`src/rtl/fpdiv_pkg.sv`:
```
`timescale 1ns/1ps
package fpdiv_pkg;
  typedef enum logic {ST_IDLE, ST_DIV} div_state_e;
  typedef enum logic [1:0] {K_NUM, K_ZERO, K_INF} res_kind_e;
endpackage

```
`src/rtl/fpdiv_zero_chk.sv`:
```
`timescale 1ns/1ps
module fpdiv_zero_chk #(
  parameter int EXP_W = 8
) (
  input  logic [EXP_W-1:0] exp_field,
  output logic             is_zero
);
  // A zero exponent field marks zero or a denormal; both are treated as zero.
  assign is_zero = (exp_field == '0);
endmodule

```
`src/rtl/fpdiv_mant_div.sv`:
```
`timescale 1ns/1ps
module fpdiv_mant_div #(
  parameter  int MAN_W = 24,
  localparam int QW    = MAN_W + 1,
  localparam int CW    = $clog2(QW + 1)
) (
  input  logic             clk,
  input  logic             rst,
  input  logic             start,
  input  logic [MAN_W-1:0] dividend,
  input  logic [MAN_W-1:0] divisor,
  output logic [QW-1:0]    quo,
  output logic             done
);
  logic [MAN_W:0]   rem;
  logic [MAN_W-1:0] dvs;
  logic [CW-1:0]    cnt;
  logic             busy;
  logic [MAN_W+1:0] diff;
  logic             take;
  logic [MAN_W:0]   rem_next;

  assign diff     = {1'b0, rem} - {2'b00, dvs};
  assign take     = ~diff[MAN_W+1];
  assign rem_next = take ? diff[MAN_W:0] : rem;

  always_ff @(posedge clk) begin
    if (rst) begin
      rem  <= '0;
      dvs  <= '0;
      cnt  <= '0;
      busy <= 1'b0;
      quo  <= '0;
      done <= 1'b0;
    end else if (start) begin
      rem  <= {1'b0, dividend};
      dvs  <= divisor;
      cnt  <= CW'(QW);
      busy <= 1'b1;
      quo  <= '0;
      done <= 1'b0;
    end else if (busy) begin
      quo  <= {quo[QW-2:0], take};
      rem  <= {rem_next[MAN_W-1:0], 1'b0};
      cnt  <= cnt - CW'(1);
      busy <= (cnt != CW'(1));
      done <= (cnt == CW'(1));
    end else begin
      done <= 1'b0;
    end
  end

  // The partial remainder must stay below twice the divisor, else a quotient bit is lost.
  assert_rem_bound_R4: assert property (@(posedge clk) disable iff (rst)
    busy |-> (rem < {dvs, 1'b0}));

  assert_done_pulse_R3: assert property (@(posedge clk) disable iff (rst)
    done |=> !done);
endmodule

```
`src/rtl/fpdiv_norm.sv`:
```
`timescale 1ns/1ps
module fpdiv_norm import fpdiv_pkg::*; #(
  parameter  int EXP_W  = 8,
  parameter  int FRAC_W = 23,
  localparam int QW     = FRAC_W + 2,
  localparam int EW     = EXP_W + 2,
  localparam int WORD_W = 1 + EXP_W + FRAC_W
) (
  input  logic                 clk,
  input  logic                 rst,
  input  logic                 in_valid,
  input  logic [QW-1:0]        quo,
  input  logic                 sign,
  input  res_kind_e            kind,
  input  logic                 dz,
  input  logic signed [EW-1:0] exp_in,
  output logic [WORD_W-1:0]    q_out,
  output logic                 q_valid,
  output logic                 div_zero
);
  localparam logic signed [EW-1:0] E_ZERO = '0;
  localparam logic signed [EW-1:0] E_ONE  = EW'(1);
  localparam logic signed [EW-1:0] E_MAX  = EW'((1 << EXP_W) - 1);

  logic                 top;
  logic [FRAC_W-1:0]    frac;
  logic signed [EW-1:0] e_adj;
  logic [WORD_W-1:0]    packed_res;

  assign top   = quo[QW-1];
  assign frac  = top ? quo[QW-2:1] : quo[QW-3:0];
  assign e_adj = top ? exp_in : (exp_in - E_ONE);

  always_comb begin
    packed_res = {sign, {(WORD_W-1){1'b0}}};
    case (kind)
      K_INF:  packed_res = {sign, {EXP_W{1'b1}}, {FRAC_W{1'b0}}};
      K_ZERO: packed_res = {sign, {(WORD_W-1){1'b0}}};
      default: begin
        if (e_adj <= E_ZERO)
          packed_res = {sign, {(WORD_W-1){1'b0}}};
        else if (e_adj >= E_MAX)
          packed_res = {sign, {EXP_W{1'b1}}, {FRAC_W{1'b0}}};
        else
          packed_res = {sign, e_adj[EXP_W-1:0], frac};
      end
    endcase
  end

  always_ff @(posedge clk) begin
    if (rst) begin
      q_out    <= '0;
      q_valid  <= 1'b0;
      div_zero <= 1'b0;
    end else begin
      q_valid <= in_valid;
      if (in_valid) begin
        q_out    <= packed_res;
        div_zero <= dz;
      end
    end
  end

  assert_valid_pulse_R3: assert property (@(posedge clk) disable iff (rst)
    q_valid |=> !q_valid);

  assert_dz_gives_inf_R5: assert property (@(posedge clk) disable iff (rst)
    (q_valid && div_zero) |-> (q_out[WORD_W-2:0] == {{EXP_W{1'b1}}, {FRAC_W{1'b0}}}));

  assert_out_held_R9: assert property (@(posedge clk) disable iff (rst)
    !q_valid |-> ($stable(q_out) && $stable(div_zero)));
endmodule

```
`src/rtl/fp32_div.sv`:
```
`timescale 1ns/1ps
module fp32_div import fpdiv_pkg::*; #(
  parameter  int EXP_W  = 8,
  parameter  int FRAC_W = 23,
  localparam int WORD_W = 1 + EXP_W + FRAC_W
) (
  input  logic              clk,
  input  logic              rst,
  input  logic [WORD_W-1:0] a_in,
  input  logic              a_load,
  input  logic [WORD_W-1:0] b_in,
  input  logic              b_load,
  output logic [WORD_W-1:0] q_out,
  output logic              q_valid,
  output logic              div_zero
);
  localparam int MAN_W = FRAC_W + 1;
  localparam int QW    = MAN_W + 1;
  localparam int EW    = EXP_W + 2;
  localparam logic signed [EW-1:0] BIAS_S = EW'((1 << (EXP_W - 1)) - 1);

  div_state_e           state;
  logic [WORD_W-1:0]    a_reg, b_reg;
  logic                 a_pend, b_pend;
  logic                 start, accept;
  logic [WORD_W-1:0]    opnd [2];
  logic [1:0]           zero_flag;
  logic signed [EW-1:0] exp_calc;
  logic                 sign_r, dz_r;
  res_kind_e            kind_r;
  logic signed [EW-1:0] exp_r;
  logic [QW-1:0]        quo;
  logic                 div_done;

  assign opnd[0] = a_reg;
  assign opnd[1] = b_reg;

  for (genvar g = 0; g < 2; g++) begin : g_zchk
    fpdiv_zero_chk #(.EXP_W(EXP_W)) u_zchk (
      .exp_field (opnd[g][WORD_W-2 -: EXP_W]),
      .is_zero   (zero_flag[g])
    );
  end

  assign start    = (state == ST_IDLE) && a_pend && b_pend;
  assign accept   = (state == ST_IDLE) && !start;
  assign exp_calc = $signed({2'b00, a_reg[WORD_W-2 -: EXP_W]})
                  - $signed({2'b00, b_reg[WORD_W-2 -: EXP_W]}) + BIAS_S;

  always_ff @(posedge clk) begin
    if (rst) begin
      state  <= ST_IDLE;
      a_reg  <= '0;
      b_reg  <= '0;
      a_pend <= 1'b0;
      b_pend <= 1'b0;
      sign_r <= 1'b0;
      dz_r   <= 1'b0;
      kind_r <= K_NUM;
      exp_r  <= '0;
    end else begin
      if (accept && a_load) begin
        a_reg  <= a_in;
        a_pend <= 1'b1;
      end
      if (accept && b_load) begin
        b_reg  <= b_in;
        b_pend <= 1'b1;
      end
      if (start) begin
        state  <= ST_DIV;
        a_pend <= 1'b0;
        b_pend <= 1'b0;
        sign_r <= a_reg[WORD_W-1] ^ b_reg[WORD_W-1];
        exp_r  <= exp_calc;
        dz_r   <= zero_flag[1];
        if (zero_flag[1])      kind_r <= K_INF;
        else if (zero_flag[0]) kind_r <= K_ZERO;
        else                   kind_r <= K_NUM;
      end else if ((state == ST_DIV) && div_done) begin
        state <= ST_IDLE;
      end
    end
  end

  fpdiv_mant_div #(.MAN_W(MAN_W)) u_mdiv (
    .clk      (clk),
    .rst      (rst),
    .start    (start),
    .dividend ({1'b1, a_reg[FRAC_W-1:0]}),
    .divisor  ({1'b1, b_reg[FRAC_W-1:0]}),
    .quo      (quo),
    .done     (div_done)
  );

  fpdiv_norm #(.EXP_W(EXP_W), .FRAC_W(FRAC_W)) u_norm (
    .clk      (clk),
    .rst      (rst),
    .in_valid (div_done),
    .quo      (quo),
    .sign     (sign_r),
    .kind     (kind_r),
    .dz       (dz_r),
    .exp_in   (exp_r),
    .q_out    (q_out),
    .q_valid  (q_valid),
    .div_zero (div_zero)
  );

  assert_busy_ignores_load_R2: assert property (@(posedge clk) disable iff (rst)
    (state == ST_DIV) |=> ($stable(a_reg) && $stable(b_reg)));

  assert_sign_xor_R1: assert property (@(posedge clk) disable iff (rst)
    start |=> (sign_r == ($past(a_in[WORD_W-1] & 1'b0) | ($past(a_reg[WORD_W-1]) ^ $past(b_reg[WORD_W-1])))));
endmodule

```
`config.mk`:
```
export PLATFORM = sky130hd
export DESIGN_NAME = fp32_div
export DESIGN_NICKNAME = d
export VERILOG_FILES = /design/src/rtl/fpdiv_pkg.sv /design/src/rtl/fpdiv_zero_chk.sv /design/src/rtl/fpdiv_mant_div.sv /design/src/rtl/fpdiv_norm.sv /design/src/rtl/fp32_div.sv
export SDC_FILE = /design/constraint.sdc
export NUM_CORES = 1
export LEC_CHECK = 0
export BUFFER_PORTS_ARGS = -buffer_cell sky130_fd_sc_hd__buf_2
export CAP_MARGIN = 20
export CORE_MARGIN = 1.5
export CORE_UTILIZATION = 45
export CTS_CLUSTER_SIZE = 12
export DETAILED_ROUTE_END_ITERATION = 7
export PLACE_DENSITY = 0.7
export SLEW_MARGIN = 20
export SYNTH_ARGS = -nofsm -noshare
export SYNTH_HDL_FRONTEND = slang
export SYNTH_SLANG_ARGS = --single-unit
```
`constraint.sdc`:
```
create_clock -name clk -period 3.89 [get_ports clk]
set_input_delay 0.1945 -clock clk [delete_from_list [all_inputs] [get_ports clk]]
set_output_delay 0.1945 -clock clk [all_outputs]
set_load 0.05 [all_outputs]
```
==> flow_summary.toml, run 1 <==
[die]
ioPinCount = 102
dieWidth_um = 151.0
die_y_um = 151.0
die_area_um2 = 22810
rows = 53
coreArea_um2 = 21290
start_util_pct = 46.32

[global_routing]
grt_use_met2_pct = 34.70
grt_start_max_net_pins = 94
grtUsageMet3_pct = 3.464
busiest_layer = "met2"
grt_overflow_total = 0
use_met1_pct = 28.33
grt_pass1_wl_um = 38670
first_global_vias = 8041
antenna_found_initial = 0
grt.total_usage_pct = 21.03

[yosys]
syn_area_per_cell_um2 = 8.231
synth-edff-count = 0
synth.top_cell.area_share_pct = 39.59
syn_nets = 1305
async_reset_ff_share_pct = 0
synth_ff_type = "dfxtp_1"
syn_inst = 1198
synth_top_area_cell = "dfxtp_1"
syn_area_um2 = 9861
yosys-top-cells-count = "233 x nand2_1, 195 x dfxtp_1, 143 x a21oi_1, 112 x nor2_1, 60 x clkbuf_1"
post-synth-top-count-cell = "nand2_1"
yosys-top-cells-area = "dfxtp_1 40%, nand2_1 8.9%, a21oi_1 7.3%"
ys_ff_latch = 195
seq_area_frac_synth_pct = 39.59
yosysWarnings = 0
synth.distinct_cells = 75

[detailed_routing]
drtIter0Drc = 530
vias = 8545
wire_per_inst_um = 14.51
ant_nets = 0
routed_wl_um = 23120
drcViolationCount = 0
first_pass_iters = 5
vias_per_cell = 5.361

[pwr]
p_leak_nw = 4.501
ir_worst_vdd_mv = 0.3181
p_per_area_nw_per_um2 = 475.0
total_power_w = 0.005486

[placement]
gp_congestion = 0.8300
dp.cells = 1507
io_buffers = 101
post-dp-hpwl_um = 15250

[sta]
max_freq_mhz = 305.0
setup_viol = 0
fin_skew_ps = 9.930
tns_ps = 0
finalMaxSlewViolations = 0
grt_setup_unrepaired = "false"
whs_ps = 18.48
hold_viol = 0
period_share_pct = 84.30
slew_headroom_pct = 31.93
worst_pin_slew_ps = 1021
min_period_ps = 3279

[clock_tree]
cts_buffer_depth = 2
htree_levels = 4
root_buffer = "clkbuf_16"
cts_setup_buffers = 0
cts_buffers = 17
cts_num_sinks = 195
clkTransAtPathRegs_ps = 80
cts_resized = 0
cts_tree = "done"
clk_latency_ps = 440

[final_layout]
stdcell_count = 1594
layout.nets = 1413
nFillCells = 1935
ff_latch_area_um2 = 3905
antenna-diode-count = 0
multiInputGateArea_um2 = 5374
drive_gt1_share_pct = 13.57
fin_util_pct = 54.26
flow.area_growth_from_synthesis_pct = 17.14

[outcome]
run_status = "completed"

[critical_path]
worstSetupPathType = "flop to flop"
worstPathArrival_ps = 3640
startpoint = "u_mdiv.dvs[1]$_SDFFE_PP0P_"
worst_ep_required_time_ps = 4250
startpoint_type = "flop"
worstReg2RegStart = "u_mdiv.dvs[1]$_SDFFE_PP0P_"
endpoint_kind = "flop"
cp_max_fo = 17

[run]
cap_violations = 0

[hold_path]
worstHoldPathType = "input port to flop"
worstHoldStart = "a_in[2]"
per-layer routing:
layer | vias to the layer above | routed length, um
met5 | - | 0
met4 | 0 | 200
met3 | 18 | 933
met2 | 170 | 10980
met1 | 3999 | 11010
li1 | 4358 | -
path summary, 6_finish.rpt:
path | cells after the start | to | slack (ps)
worst min-delay path | 3 | a_reg[2]$_SDFFE_PP0P_ | 20
worst max register to register | 10 | u_mdiv.rem[3]$_SDFFE_PP0P_ | 610
worst min register to register | 2 | u_mdiv.dvs[15]$_SDFFE_PP0P_ | 450
worst max-delay path | 10 | u_mdiv.rem[3]$_SDFFE_PP0P_ | 610
power breakdown:
part           switching, W  total, W  internal (W)  leakage, nW
logic              0.000894   0.00154      0.000647         2.62
registers         0.0000760   0.00216       0.00209         1.59
clock network      0.000904   0.00178      0.000877        0.295
total               0.00187   0.00549       0.00361         4.50
kinds of logic (layout without fill, tap and decap cells):
logic type	after synthesis	in the layout	synth area share, %
fa+ha+maj	39	39	5.101
buf+inv	126	247	6.014
compound gates	303	303	20.40
flops	195	195	39.59
simple gates	437	437	19.35
xor+xnor	40	40	3.629
mux	58	58	5.913
area by class of cell:
class | count | area share, %
multi-input cells | 877 | 46.52
repair buffers | 167 | 9.879
inverters | 48 | 1.581
flip-flops and latches | 195 | 33.81
clock buffers | 17 | 3.683
well taps | 275 | 2.979
clock inverters | 15 | 1.549
critical path, stage by stage (launching register included):
cell and delay [ps]:
dfxtp_1 380, inv_1 60, ha_1 280, nor2b_1 140, o31ai_1 430, a21oi_1 280
a311oi_1 430, or2_1 620, nand2_1 120, a311o_1 340, a21oi_1 130
stage by stage:
stage	worst slack [ps]	area, um^2
finish	610.8	11550
global route	377.0	11550
CTS	617.2	11550
detailed placement	666.4	10390
global placement	811.6	10390
floorplan	1241	9861
placed cells by master (no fill, tap or decap), drive strengths merged, types with 7 or more instances in the layout:
cell type,Yosys,routed
a211oi,22,22
a21o,23,23
a21oi,143,143
a2bb2oi,23,23
a311o,8,8
and3,7,7
buf,12,112
clkbuf,64,17
clkinv,1,7
dfxtp,195,195
dlygate4sd3,1,55
ha,37,37
inv,47,56
mux2i,56,56
nand2,233,233
nand2b,7,7
nand3,8,8
nor2,114,114
nor2b,7,7
nor3,19,19
nor4,10,10
o211ai,7,7
o21a,11,11
o21ai,24,24
xnor2,27,27
xor2,13,13
timing repair:
item,in CTS,in global routing
hold endpoints to repair,55,0
setup endpoints to repair,0,0
hold buffers,55,0
No activity file was read; power rests on OpenSTA's default activity.
==> run 2, diff against run 1 <==
- ABC_AREA: not set -> 1
- clock period: 3.89 -> 3.1 ns (I/O delays scaled with it)
==> flow_summary.toml, run 2 <==
[hold_path]
worstHoldStart = "a_in[13]"
hold_depth = 3
worstHoldPathType = "input port to flop"
hold_end = "a_reg[13]$_SDFFE_PP0P_"

[final_layout]
antenna-diode-count = 0
layout.nets = 1637
final_cell_mix = "270 x nand2_1, 208 x inv_1, 195 x dfxtp_1"
multiInputGateArea_um2 = 4863
flow.area_growth_from_synthesis_pct = 17.59
layout_commonest_cell = "nand2_1"
drive_gt1_share_pct = 11.41
nFillCells = 2087
ff_latch_area_um2 = 3904

[critical_path]
worstSetupPathType = "flop to flop"
endpoint_kind = "flop"
worst_ep_required_time_ps = 3410
r2r_cells = 12
startpoint_type = "flop"
reg2reg_slack_ps = 530
worstPathArrival_ps = 2880
r2r-end = "u_mdiv.rem[14]$_SDFFE_PP0P_"
worstReg2RegStart = "u_mdiv.dvs[12]$_SDFFE_PP0P_"
cp_max_fo = 26

[yosys]
synth-compound-area-share_pct = 18.60
async_reset_ff_share_pct = 0
yosys.area_share.xor_xnor_pct = 1.879
syn_area_per_cell_um2 = 6.919
synth_top_area_cell = "dfxtp_1"
synth.top_cell.area_share_pct = 39.62
yosys.area_share.adder_pct = 5.105
synth_mux_area_share_pct = 0
synth.distinct_cells = 43
yosys-top-cells-area = "dfxtp_1 40%, nand2_1 10%, a21oi_1 9.5%"
syn_inst = 1424
ys_ff_latch = 195
seq_area_frac_synth_pct = 39.62
synth_top_family_by_area = "simple AND/OR/NAND/NOR gates"
synth_ff_type = "dfxtp_1"
syn_area_um2 = 9853
syn_nets = 1531
post-synth-top-count-cell = "nand2_1"
yosys-top-cells-count = "271 x nand2_1, 209 x inv_1, 195 x dfxtp_1, 187 x a21oi_1, 101 x nor2_1"
synth-simple-area-share_pct = 23.75
synth-edff-count = 0
yosysWarnings = 0

[pwr]
p_leak_nw = 5.163
clockPowerShare_pct = 26.7
p_per_area_nw_per_um2 = 751.7
p_sw_w = 0.003681
swShare_pct = 42.26
p_int_w = 0.005028
pwr-share-comb_pct = 41.9
ir_worst_vdd_mv = 0.4619
pwr-share-seq_pct = 31.4

[clock_tree]
clk_latency_ps = 450
cts_buffer_depth = 2
clkTransAtPathRegs_ps = 80
cts_buffers = 17
cts_num_sinks = 195
root_buffer = "clkbuf_16"
cts_tree = "done"
cts_setup_buffers = 0
htree_levels = 4

[sta]
grt_setup_unrepaired = "false"
period_share_pct = 82.90
finalMaxSlewViolations = 0
whs_ps = -0.4061
max_freq_mhz = 389.1
slew_headroom_pct = 43.67
worst_pin_slew_ps = 841.8
hold_viol = 1
tns_ps = 0
fin_skew_ps = 17.82
min_period_ps = 2570
setup_viol = 0

[global_routing]
antenna_found_initial = 0
grt.total_usage_pct = 23.29
first_global_vias = 8732
grt_pass1_wl_um = 42380
grt_start_max_net_pins = 64
grt_overflow_total = 0

[detailed_routing]
wire_per_inst_um = 14.04
wl_met3_um = 1272
vias_per_cell = 5.217
wl_met1_um = 12670
routed_wl_um = 25530
ant_nets = 0
dr.max_layer_used = "met4"
drcViolationCount = 0
drtIter0Drc = 593
vias = 9484
first_pass_iters = 5
wl_met2_um = 11290

[die]
dieWidth_um = 151.0
start_util_pct = 46.43
ioPinCount = 102
rows = 53
die_area_um2 = 22790
die_y_um = 151.0
coreArea_um2 = 21220

[placement]
io_buffers = 101
gp_congestion = 0.8618
post-dp-hpwl_um = 17940

[run]
cap_violations = 0

[outcome]
run_status = "complete, but fails checks"
failed_checks = "negative hold slack"
-- run 2: layout make-up --
type / count / share of cell area, %
Inverter: 217 / 7.030
Clock inverter: 15 / 1.825
Multi-Input combinational cell: 944 / 41.98
Clock buffer: 17 / 3.672
Timing Repair Buffer: 155 / 8.834
Sequential cell: 195 / 33.69
Tap cell: 275 / 2.970
-- run 2: through the flow --
step,cells,power (W),worst slack (ps),area [um^2],utilization [%]
6_report,1818,0.008709,530.1,11590,54.60
5_1_grt,1818,0.009370,232.0,11590,54.60
4_1_cts,1818,0.008739,532.0,11590,54.60
3_5_place_dp,1751,0.006379,554.2,10600,49.95
3_3_place_gp,1751,0.006357,629.3,10600,49.95
2_1_floorplan,1424,0.005574,1054,9853,-
-- run 2: what timing repair did --
action,CTS,global route
gates resized for setup,0,0
endpoints found under the hold margin,34,0
hold buffers,35,0
-- run 2: worst max-delay path by stage --
stage,startpoint,depth (start not counted),to
after floorplan,u_mdiv.rem[0]$_SDFFE_PP0P_,13,u_mdiv.rem[23]$_SDFFE_PP0P_
after global placement,u_mdiv.dvs[12]$_SDFFE_PP0P_,12,u_mdiv.rem[15]$_SDFFE_PP0P_
after detailed placement,u_mdiv.dvs[12]$_SDFFE_PP0P_,12,u_mdiv.rem[24]$_SDFFE_PP0P_
after CTS,u_mdiv.dvs[12]$_SDFFE_PP0P_,12,u_mdiv.rem[20]$_SDFFE_PP0P_
after global routing,u_mdiv.dvs[12]$_SDFFE_PP0P_,12,u_mdiv.rem[8]$_SDFFE_PP0P_
final,u_mdiv.dvs[12]$_SDFFE_PP0P_,12,u_mdiv.rem[14]$_SDFFE_PP0P_
-- run 2: per-layer routing --
metal / track usage, % / vias up
met3: 3.735 / 27
met2: 36.99 / 225
met5: 0 / -
li1: - / 4900
met1: 32.82 / 4332
met4: 6.068 / 0
-- run 2: logic make-up (layout without fill, tap and decap cells) --
| family | Yosys count | in the layout |
|---|---|---|
| and+or+nand+nor | 539 | 539 |
| AOI/OAI and AO/OA | 347 | 347 |
| buffers and inverters | 285 | 404 |
| DFF | 195 | 195 |
| adders and majority gates | 39 | 39 |
| xor gates and xnor gates | 19 | 19 |
-- run 2: worst max-delay path, cell delays in order, from the launching register on --
cell and delay [ps]:
dfxtp_1 310, inv_1 50, ha_1 370, a21oi_1 230
o21ai_1 150, nand2_1 90, nand2_1 70, a21oi_2 250
nand2_4 250, inv_2 400, nand2_1 90, nand3_1 90
a21oi_1 60
-- run 2: power by group through the flow --
stage	Clock, W	Combinational, W	Sequential (W)
finish	0.00232	0.00365	0.00274
floorplan	0	0.00280	0.00277
global route	0.00246	0.00415	0.00275
global placement	0	0.00357	0.00279
detailed placement	0	0.00359	0.00279
CTS	0.00236	0.00364	0.00274
